===== config.mk =====
export PLATFORM = sky130hd
export DESIGN_NAME = mshr_merge_table
export DESIGN_NICKNAME = d
export VERILOG_FILES = /design/src/rtl/mshr_pkg.sv /design/src/rtl/mshr_chain.sv /design/src/rtl/mshr_stats.sv /design/src/rtl/mshr_merge_table.sv
export SDC_FILE = /design/constraint.sdc
export NUM_CORES = 1
export LEC_CHECK = 0
export ABC_CLOCK_PERIOD_IN_PS = 9570
export BUFFER_PORTS_ARGS = -buffer_cell sky130_fd_sc_hd__buf_4
export CORE_MARGIN = 2
export CORE_UTILIZATION = 60
export CTS_BUF_LIST = sky130_fd_sc_hd__clkbuf_2
export DETAILED_ROUTE_END_ITERATION = 10
export MAX_ROUTING_LAYER = met4
export PLACE_DENSITY = 0.91
export SLEW_MARGIN = 10
export SYNTH_ARGS = -nofsm -noshare
export SYNTH_HDL_FRONTEND = slang
export SYNTH_SLANG_ARGS = --single-unit

===== constraint.sdc =====
create_clock -name clk -period 9.57 [get_ports clk]
set_input_delay 0.957 -clock clk [delete_from_list [all_inputs] [get_ports clk]]
set_output_delay 0.957 -clock clk [all_outputs]
set_load 0.03 [all_outputs]

===== src/rtl/mshr_pkg.sv =====
package mshr_pkg;
  // How an accepted line return is disposed of.
  typedef enum logic [1:0] {
    RET_NONE  = 2'd0,
    RET_START = 2'd1,
    RET_DROP  = 2'd2,
    RET_ERR   = 2'd3
  } ret_kind_e;
endpackage


===== src/rtl/mshr_chain.sv =====
module mshr_chain #(
  parameter int ID_W  = 6,
  parameter int DEPTH = 4
) (
  input  logic                       clk,
  input  logic                       rst,
  input  logic                       push,
  input  logic [ID_W-1:0]            push_id,
  input  logic                       pop,
  output logic [ID_W-1:0]            head_id,
  output logic [$clog2(DEPTH+1)-1:0] count,
  output logic                       full
);
  localparam int PTR_W = (DEPTH > 1) ? $clog2(DEPTH) : 1;
  localparam int CW    = $clog2(DEPTH + 1);

  logic [ID_W-1:0]  slot_q [DEPTH];
  logic [PTR_W-1:0] wr_q, rd_q;
  logic [CW-1:0]    cnt_q;

  function automatic logic [PTR_W-1:0] nxt(input logic [PTR_W-1:0] p);
    return (p == PTR_W'(DEPTH - 1)) ? '0 : p + PTR_W'(1);
  endfunction

  always_ff @(posedge clk) begin
    if (push) slot_q[wr_q] <= push_id;
  end

  always_ff @(posedge clk) begin
    if (rst) begin
      wr_q  <= '0;
      rd_q  <= '0;
      cnt_q <= '0;
    end else begin
      if (push) wr_q <= nxt(wr_q);
      if (pop)  rd_q <= nxt(rd_q);
      case ({push, pop})
        2'b10:   cnt_q <= cnt_q + CW'(1);
        2'b01:   cnt_q <= cnt_q - CW'(1);
        default: cnt_q <= cnt_q;
      endcase
    end
  end

  assign head_id = slot_q[rd_q];
  assign count   = cnt_q;
  assign full    = (cnt_q == CW'(DEPTH));


  chain_push_chk: assert property (@(posedge clk) disable iff (rst)
    push |-> (cnt_q != CW'(DEPTH)));

  chain_pop_chk: assert property (@(posedge clk) disable iff (rst)
    pop |-> (cnt_q != '0));
endmodule


===== src/rtl/mshr_stats.sv =====
module mshr_stats #(
  parameter int CNT_W  = 16,
  parameter int USED_W = 5
) (
  input  logic              clk,
  input  logic              rst,
  input  logic              acc_req,
  input  logic              acc_merge,
  input  logic              chain_start,
  input  logic [USED_W-1:0] used_next,
  output logic [CNT_W-1:0]  cnt_miss,
  output logic [CNT_W-1:0]  cnt_merge,
  output logic [CNT_W-1:0]  cnt_service,
  output logic [USED_W-1:0] peak_used
);
  always_ff @(posedge clk) begin
    if (rst) begin
      cnt_miss    <= '0;
      cnt_merge   <= '0;
      cnt_service <= '0;
      peak_used   <= '0;
    end else begin
      if (acc_req)               cnt_miss    <= cnt_miss + CNT_W'(1);
      if (acc_req && acc_merge)  cnt_merge   <= cnt_merge + CNT_W'(1);
      if (chain_start)           cnt_service <= cnt_service + CNT_W'(1);
      if (used_next > peak_used) peak_used   <= used_next;
    end
  end


  peak_mono_chk: assert property (@(posedge clk) disable iff (rst)
    1'b1 |=> (peak_used >= $past(peak_used)));

  merge_le_miss_chk: assert property (@(posedge clk) disable iff (rst)
    cnt_merge <= cnt_miss);
endmodule


===== src/rtl/mshr_merge_table.sv =====
module mshr_merge_table
  import mshr_pkg::*;
#(
  parameter int ADDR_W      = 32,
  parameter int ID_W        = 6,
  parameter int LINE_BYTES  = 64,
  parameter int N_LINES     = 4,
  parameter int CHAIN_DEPTH = 4,
  parameter int CNT_W       = 16
) (
  input  logic                                      clk,
  input  logic                                      rst,
  input  logic                                      req_valid,
  output logic                                      req_ready,
  input  logic [ID_W-1:0]                           req_id,
  input  logic [ADDR_W-1:0]                         req_addr,
  output logic                                      req_merged,
  output logic                                      req_forward,
  input  logic                                      ret_valid,
  output logic                                      ret_ready,
  input  logic [ADDR_W-1:0]                         ret_addr,
  input  logic                                      ret_wb,
  output logic                                      ret_err,
  output logic                                      rep_valid,
  input  logic                                      rep_ready,
  output logic [ID_W-1:0]                           rep_id,
  output logic [ADDR_W-1:0]                         rep_line,
  output logic [CNT_W-1:0]                          cnt_miss,
  output logic [CNT_W-1:0]                          cnt_merge,
  output logic [CNT_W-1:0]                          cnt_service,
  output logic [$clog2(N_LINES*CHAIN_DEPTH+1)-1:0]  peak_used
);
  localparam int OFF_W  = $clog2(LINE_BYTES);
  localparam int IDX_W  = (N_LINES > 1) ? $clog2(N_LINES) : 1;
  localparam int CC_W   = $clog2(CHAIN_DEPTH + 1);
  localparam int SLOTS  = N_LINES * CHAIN_DEPTH;
  localparam int USED_W = $clog2(SLOTS + 1);
  localparam logic [ADDR_W-1:0] LINE_MASK = ~((ADDR_W'(1) << OFF_W) - ADDR_W'(1));

  // per-entry state
  logic [ADDR_W-1:0] line_q  [N_LINES];
  logic [ID_W-1:0]   head_id [N_LINES];
  logic [CC_W-1:0]   ch_cnt  [N_LINES];
  logic [N_LINES-1:0] busy, full_v, push_v, pop_v;

  logic             act_q;
  logic [IDX_W-1:0] act_idx_q;
  logic [USED_W-1:0] used_q, used_next;
  logic             err_q;

  // lookup
  logic [ADDR_W-1:0]  req_line, ret_line;
  logic [N_LINES-1:0] req_hit_v, ret_hit_v;
  logic               req_hit, ret_hit, have_free;
  logic [IDX_W-1:0]   req_hit_idx, ret_hit_idx, free_idx;
  logic               req_hit_full, req_hit_act;
  logic               acc_req, acc_ret, pop, last_pop;
  ret_kind_e          ret_kind;

  assign req_line = req_addr & LINE_MASK;
  assign ret_line = ret_addr & LINE_MASK;

  always_comb begin
    req_hit_idx = '0;
    ret_hit_idx = '0;
    free_idx    = '0;
    have_free   = 1'b0;
    for (int i = 0; i < N_LINES; i++) begin
      req_hit_v[i] = busy[i] && (line_q[i] == req_line);
      ret_hit_v[i] = busy[i] && (line_q[i] == ret_line);
      if (req_hit_v[i]) req_hit_idx = IDX_W'(i);
      if (ret_hit_v[i]) ret_hit_idx = IDX_W'(i);
    end
    for (int i = N_LINES - 1; i >= 0; i--) begin
      if (!busy[i]) begin
        free_idx  = IDX_W'(i);
        have_free = 1'b1;
      end
    end
  end

  assign req_hit      = |req_hit_v;
  assign ret_hit      = |ret_hit_v;
  assign req_hit_full = |(req_hit_v & full_v);
  assign req_hit_act  = act_q && req_hit_v[act_idx_q];

  // request side
  assign req_ready   = req_hit ? (!req_hit_full && !req_hit_act) : have_free;
  assign req_merged  = req_hit;
  assign req_forward = !req_hit;
  assign acc_req     = req_valid && req_ready;

  // return side
  assign ret_ready = !act_q;
  assign acc_ret   = ret_valid && ret_ready;

  always_comb begin
    if (!acc_ret)     ret_kind = RET_NONE;
    else if (ret_hit) ret_kind = RET_START;
    else if (ret_wb)  ret_kind = RET_DROP;
    else              ret_kind = RET_ERR;
  end

  // replay side
  assign rep_valid = act_q;
  assign rep_id    = head_id[act_idx_q];
  assign rep_line  = line_q[act_idx_q];
  assign pop       = act_q && rep_ready;
  assign last_pop  = pop && (ch_cnt[act_idx_q] == CC_W'(1));
  assign ret_err   = err_q;

  generate
    for (genvar g = 0; g < N_LINES; g++) begin : g_entry
      assign push_v[g] = acc_req && (req_hit ? req_hit_v[g] : (free_idx == IDX_W'(g)));
      assign pop_v[g]  = pop && (act_idx_q == IDX_W'(g));
      assign busy[g]   = (ch_cnt[g] != '0);

      mshr_chain #(.ID_W(ID_W), .DEPTH(CHAIN_DEPTH)) u_chain (
        .clk     (clk),
        .rst     (rst),
        .push    (push_v[g]),
        .push_id (req_id),
        .pop     (pop_v[g]),
        .head_id (head_id[g]),
        .count   (ch_cnt[g]),
        .full    (full_v[g])
      );

      always_ff @(posedge clk) begin
        if (rst)                           line_q[g] <= '0;
        else if (push_v[g] && !req_hit)    line_q[g] <= req_line;
      end
    end
  endgenerate

  assign used_next = used_q + {{(USED_W-1){1'b0}}, acc_req} - {{(USED_W-1){1'b0}}, pop};

  always_ff @(posedge clk) begin
    if (rst) begin
      act_q     <= 1'b0;
      act_idx_q <= '0;
      used_q    <= '0;
      err_q     <= 1'b0;
    end else begin
      used_q <= used_next;
      err_q  <= (ret_kind == RET_ERR);
      if (ret_kind == RET_START) begin
        act_q     <= 1'b1;
        act_idx_q <= ret_hit_idx;
      end else if (last_pop) begin
        act_q <= 1'b0;
      end
    end
  end

  mshr_stats #(.CNT_W(CNT_W), .USED_W(USED_W)) u_stats (
    .clk         (clk),
    .rst         (rst),
    .acc_req     (acc_req),
    .acc_merge   (req_merged),
    .chain_start (ret_kind == RET_START),
    .used_next   (used_next),
    .cnt_miss    (cnt_miss),
    .cnt_merge   (cnt_merge),
    .cnt_service (cnt_service),
    .peak_used   (peak_used)
  );


  rep_hold_chk: assert property (@(posedge clk) disable iff (rst)
    (rep_valid && !rep_ready) |=> (rep_valid && $stable(rep_id) && $stable(rep_line)));

  ret_block_chk: assert property (@(posedge clk) disable iff (rst)
    rep_valid |-> !ret_ready);

  err_no_chain_chk: assert property (@(posedge clk) disable iff (rst)
    ret_err |-> !rep_valid);

  used_bound_chk: assert property (@(posedge clk) disable iff (rst)
    used_q <= USED_W'(SLOTS));

  chain_end_chk: assert property (@(posedge clk) disable iff (rst)
    last_pop |=> !rep_valid);
endmodule


-- After elaboration in Yosys (flattened, before gate mapping)
Memory sizes are Yosys's and may differ from the RTL's. A register that Yosys moved wholly into a read port is not among the register bits.
Index checks and enable logic that the tools add are counted.
- $add $sub $neg: 21
- order comparisons: 3
- equality and inequality tests: 37
- mux-type cells: 77
- bitwise operators: 6
- reduce and logical (&&, ||, !) cells: 45
- operators with widths (operator ; count):
    32-bit equality test ; 8
    26-bit two-way mux ; 4
    2-bit two-way mux ; 26
    16-bit by 1-bit adder with 16-bit output (second input constant) ; 3
    1-bit two-way mux ; 36
    2-bit equality test (second input constant) ; 17
    1-bit logical AND ; 27
    3-bit one-hot mux with 2 select lines ; 4
    2-bit by 1-bit adder with 2-bit output (second input constant) ; 8
    2-bit by 1-bit equality test with 1-bit output (second input constant) ; 7
    3-bit by 1-bit adder with 3-bit output (second input constant) ; 4
    6-bit binary-select mux with 2-bit select ; 1
    3-bit equality test (second input constant) ; 4
    6-bit two-way mux ; 2
    3-bit nonzero test ; 4
    4-bit OR reduction ; 3
    3-bit by 1-bit subtractor with 3-bit output (second input constant) ; 4
    2-bit nonzero test ; 5
    3-bit binary-select mux with 2-bit select ; 1
    3-bit two-way mux ; 2
    5-bit by 1-bit adder with 5-bit output ; 1
    5-bit > comparator ; 1
    5-bit by 1-bit subtractor with 5-bit output ; 1
    4-bit bitwise AND ; 1
    other kinds (8) ; 15
- flip-flop bits (word level): 90
- memory bits (writable): 200
- output and inout bits: 97
- logic and storage cells: 214
- memories kept: 5
- memories (memory ; words ; bits a word ; rd ports ; clocked after Yosys merged registers in ; write ports ; line ; text):
    line_q ; 4 ; 26 ; 5 ; 1 ; 4 ; mshr_merge_table.sv:41 ; logic [ADDR_W-1:0] line_q [N_LINES];
    g_entry[0].u_chain.slot_q ; 4 ; 6 ; 1 ; 1 ; 1 ; mshr_chain.sv:17 ; logic [ID_W-1:0] slot_q [DEPTH];
    g_entry[1].u_chain.slot_q ; 4 ; 6 ; 1 ; 1 ; 1 ; mshr_chain.sv:17 ;
    g_entry[2].u_chain.slot_q ; 4 ; 6 ; 1 ; 1 ; 1 ; mshr_chain.sv:17 ;
    g_entry[3].u_chain.slot_q ; 4 ; 6 ; 1 ; 1 ; 1 ; mshr_chain.sv:17 ;

-- Logic depth before layout (Yosys ltp)
An unclocked memory read counts as a cell.
- word-level depth: 16
- gate-level depth with buffers: 24
- gate-level depth less buffers: 21

-- Hierarchy
A second synthesis with hierarchy kept.
- cell total of the unflattened synthesis: 1359
- area total of the unflattened synthesis: 16006.6 µm²
- by module, submodules not included (module ; instances ; cells each ; area an instance (µm²) ; sequential area each (µm²)):
    mshr_merge_table ; 1 ; 782 ; 8298.0 ; 3343.2
    mshr_chain ; 4 ; 73 ; 1298.7 ; 900.9
    mshr_stats ; 1 ; 285 ; 2513.7 ; 1061.0

-- Least setup slack after synthesis
OpenSTA, ideal clock, no wires.
- path type: input-to-reg
- from: input port req_addr[8]
- to: register u_stats.peak_used[4]
- library setup time: 0.128 ns
- arrival time: 5.947 ns
- path slack: 3.495 ns
- stages on the path: 23
- path buffers: 3
- cells stage by stage: buf_2 > xor2_1 > or4_1 > or4_4 > nor4_4 > a2111oi_4 > nor2b_4 > o21a_4 > clkinv_4 > buf_6 > buf_6 > ha_1 > inv_1 > ha_1 > fa_1 > a21o_1 > a21oi_1 > xnor2_1 > ha_1 > and3_1 > a31oi_1 > mux2i_1 > nor2_1
- word-level cells in the longest chain between the ends: 12
- elaborated cells between the ends (all ways): 22
- those cells by class: add/sub: 2; order compare: 1; eq/ne: 4; mux: 3; bitwise: 1; reduce/logical: 11
- ends and longest elaborated chain (what ; line ; text):
    from (decl) ; mshr_merge_table.sv:16 ; input logic [ADDR_W-1:0] req_addr,
    32-bit equality test ; mshr_merge_table.sv:69 ; req_hit_v[i] = busy[i] && (line_q[i] == req_line);
    1-bit logical AND ; mshr_merge_table.sv:69 ;
    1-bit binary-select mux with 2-bit select ; mshr_merge_table.sv:85 ; assign req_hit_act = act_q && req_hit_v[act_idx_q];
    1-bit two-way mux (not written as such) ; mshr_merge_table.sv:85 ;
    1-bit logical AND ; mshr_merge_table.sv:85 ;
    1-bit logical NOT ; mshr_merge_table.sv:88 ; assign req_ready = req_hit ? (!req_hit_full && !req_hit_act) : have_free;
    1-bit logical AND ; mshr_merge_table.sv:88 ;
    1-bit two-way mux * ; mshr_merge_table.sv:88 ;
    1-bit logical AND * ; mshr_merge_table.sv:91 ; assign acc_req = req_valid && req_ready;
    5-bit by 1-bit adder with 5-bit output * ; mshr_merge_table.sv:136 ; assign used_next = used_q + {{(USED_W-1){1'b0}}, acc_req} - {{(USED_W-1){1'b0}}, pop};
    5-bit by 1-bit subtractor with 5-bit output * ; mshr_merge_table.sv:136 ;
    via u_stats.used_next[4] ; mshr_stats.sv:10 ; input logic [USED_W-1:0] used_next,
    5-bit > comparator ; mshr_stats.sv:26 ; if (used_next > peak_used) peak_used <= used_next;
    to (signal assigned) ; mshr_stats.sv:26 ;
    to (decl) ; mshr_stats.sv:14 ; output logic [USED_W-1:0] peak_used
The timed path passes the listed nets; every way through them passes the cells marked *. The select of a mux whose other input is x is not followed.
A chain may end at the register's enable or synchronous reset.

==> results.yml <==
outcome:
  status: "finished clean"
pwr:
  p_per_area_mw_per_mm2: 177
  ir_drop_v: 0.000121
  leakage_nw: 6.53
logic_synthesis:
  synth-edff-count: 200
  synth_cell_type_count: 64
  yosys_warnings: 0
  syn_inst: 1394
  syn_area_sq_mm: 0.0162
  syn_area_per_cell_sq_um: 11.6
  yosysSeqAreaShare: 0.496
  synthFlopType: "edfxtp_1"
  async_reset_ff_frac: 0
  ys_seq_elements: 300
floorplanning:
  die_h_um: 168
  coreArea_sq_mm: 0.0267
  rows: 60
  fp.dieW_um: 168
  io_pins: 173
  die_area_sq_mm: 0.0283
  initial_utilization: 0.605
job:
  drv_cap: 0
clocking:
  clockRootBuffer: "clkbuf_2"
  clk_latency_ns: 0.88
  postCtsSetupRepairBufs: 0
  cts_tree: "done"
  cts_hold_buf: 0
  ctsResizeCount: 0
  htree_levels: 3
  cts_buffer_depth: 3
  clk_pin_slew_ns: 0.11
  cts_sinks: 300
  cts_buffers: 75
cells_and_area:
  fill_cells: 1939
  nets: 1657
  multi_input_area_sq_mm: 0.00755
  area_delta_synth_final_pct: 12.4
  drive_gt1_frac: 0.223
  regArea_sq_mm: 0.00801
critical_path:
  crit_chain: "xnor2_1 > nand4_1 > nor4_1 > nor4b_1 > a2111oi_4 > nor2b_4 > o21a_4 > clkinv_4 > ha_1 > inv_1 > ha_1 > fa_1 > a21o_1 > a21oi_1 > xnor2_1 > ha_1 > and3_1 > a31oi_1 > mux2i_1 > nor2_1"
  critPathSlowestCell: "nor4_1"
  cpPeakStageDelay_ns: 0.91
  critPathKind: "flip-flop to flip-flop"
  arrival_ns: 7.39
  endpoint_kind: "flip-flop"
  crit_path_max_fanout: 28
  crit_top_cell: "ha_1"
  worst_setup_path_start_kind: "flip-flop"
  cp.required_ns: 10.29
  critPathTopFamily: "simple AND/OR/NAND/NOR gates"
  worst-path-buf-inv: 2
sta:
  rsz0062_at_grt: "no"
  hold_viol_final: 0
  fin_skew_ns: 0.0937
  tightest_slew_ns: 1.15
  slew_viol_final: 0
  tns_ns: 0
  min_period_ns: 6.66
  fin_crit_sh: 0.696
  worst_slack_ns: 2.91
  max_freq_mhz: 150
  finalSetupViolations: 0
  worst_slew_margin_rel: 0.232
drt:
  first_pass_iters: 5
  drt_iter0_markers: 1178
  viasPerCell: 6.13
  antenna_left: 0
  drc: 0
  wl_per_cell_um: 24.0
  vias: 11890
  wirelength_um: 46600
global_route:
  grt_max_degree: 94
  grt_pass1_wl_um: 69400
  grt_overflow: 0
  antenna_found_initial: 1
  grt_pass1_vias: 11834
  grt_usage: 0.339
hold_path:
  hold_path.class: "primary input to flip-flop"
place:
  gp_congestion: 1.03
  post-place-ws_ns: 2.47
  portBuffers: 154
  dp_hpwl_um: 34300
==> where the power goes <==
part	leakage (nW)	internal, mW	switching, mW
combinational	3.22	0.297	0.448
sequential	2.77	1.48	0.0786
clock	0.545	0.390	0.520
==> cell type report <==
cell class | instances | share of cell area
timing repair buffer | 165 | 0.0682
inverter | 50 | 0.0106
tap | 341 | 0.0235
sequential | 300 | 0.441
clock inverter | 24 | 0.00999
clock buffer | 110 | 0.0303
multi-input combinational | 947 | 0.416
antenna | 2 | 0.000276
==> Yosys cell counts (34+ instances only) <==
cell type,instances,share of area
nand2_1,40,0.0093
nand4_1,68,0.026
and3_1,45,0.017
and2_1,99,0.038
clkbuf_1,70,0.016
ha_1,37,0.029
dfxtp_1,100,0.12
xor2_1,34,0.018
nor2_1,72,0.017
nand3_1,40,0.012
a21oi_1,45,0.014
inv_1,49,0.011
mux4_2,56,0.078
xnor2_1,207,0.11
edfxtp_1,200,0.37
==> worst register-to-register path, stage by stage (launching register included) <==
cell,delay [ns]
edfxtp_1,0.46
xnor2_1,0.37
nand4_1,0.27
nor4_1,0.91
nor4b_1,0.84
a2111oi_4,0.20
nor2b_4,0.22
o21a_4,0.29
clkinv_4,0.19
ha_1,0.17
inv_1,0.04
ha_1,0.20
fa_1,0.41
a21o_1,0.18
a21oi_1,0.17
xnor2_1,0.18
ha_1,0.29
and3_1,0.19
a31oi_1,0.60
mux2i_1,0.30
nor2_1,0.05
==> layout by cell type (no fill, tap or decap), types with 3 or more instances in the layout <==
cell type | synthesis | final
clkinv_1 | 0 | 16
xnor2_1 | 207 | 207
nand3b_1 | 4 | 4
or4_1 | 16 | 16
edfxtp_1 | 200 | 200
nand4_1 | 68 | 68
xor2_1 | 34 | 34
nor2_1 | 72 | 72
nor4_1 | 19 | 19
and2_1 | 99 | 99
conb_1 | 1 | 6
nor2b_1 | 9 | 9
bufinv_16 | 0 | 3
nor3_1 | 32 | 31
mux4_2 | 56 | 56
nand3_1 | 40 | 40
and3_1 | 45 | 45
dfxtp_1 | 100 | 99
ha_1 | 37 | 37
mux2i_1 | 13 | 13
clkbuf_2 | 0 | 110
o21ai_0 | 18 | 18
a21oi_1 | 45 | 45
o31ai_1 | 12 | 12
nand2b_1 | 4 | 4
or3_1 | 20 | 20
o41ai_1 | 3 | 3
fa_1 | 5 | 5
inv_1 | 49 | 49
nand2_1 | 40 | 40
buf_4 | 6 | 165
a21o_1 | 5 | 5
==> flip-flops by register name, indices dropped and copies added, names as in the netlist, named ones only <==
signal                  flops
u_stats.cnt_miss           16
rep_valid                   1
g_entry.u_chain.rd_q        8
g_entry.u_chain.wr_q        8
used_q                      5
ret_err                     1
u_stats.cnt_merge          16
line_q                    104
act_idx_q                   2
g_entry.u_chain.slot_q     96
u_stats.cnt_service        16
g_entry.u_chain.count      12
u_stats.peak_used           5
==> per-stage QoR <==
step           std cells  hold WS [ns]  instance area, sq um  total power, mW   util
2_1_floorplan       1399         0.454                 16200             2.06      -
3_3_place_gp        1803         0.472                 17400             2.29  0.652
3_5_place_dp        1803         0.493                 17400             2.32  0.652
4_1_cts             1937         0.187                 18200             3.22  0.679
5_1_grt             1939         0.156                 18200             3.35  0.679
6_report            1939         0.259                 18200             3.21  0.679
==> cell families (layout without fill, tap and decap cells) <==
logic type	count (synthesis)	count (layout)	share of synthesized area
AO/OA/AOI/OAI	106	106	0.0431
XOR/XNOR	241	241	0.131
adder cells (fa/ha/maj)	42	42	0.0348
buffers and inverters	152	349	0.0396
flip-flops	300	300	0.496
multiplexers	73	73	0.0889
other	1	8	0.000232
AND/OR/NAND/NOR	479	479	0.167
==> layer usage <==
metal | vias up | track usage | routed length (um)
met5 | - | - | 0
met4 | 0 | 0.153 | 2060
met3 | 111 | 0.0679 | 4160
met2 | 631 | 0.556 | 23000
met1 | 5785 | 0.409 | 17300
li1 | 5363 | - | -
==> final timing paths <==
kind                         startpoint                         end  slack [ns]  depth (start not counted)
max reg2reg                line_q[2][8]        u_stats.peak_used[2]        2.91                         20
min reg2reg  g_entry[2].u_chain.rd_q[1]  g_entry[2].u_chain.rd_q[1]        0.50                          2
max                        line_q[2][8]        u_stats.peak_used[2]        2.91                         20
min                              ret_wb                     ret_err        0.26                          2
No activity file was read; power rests on OpenSTA's default activity.
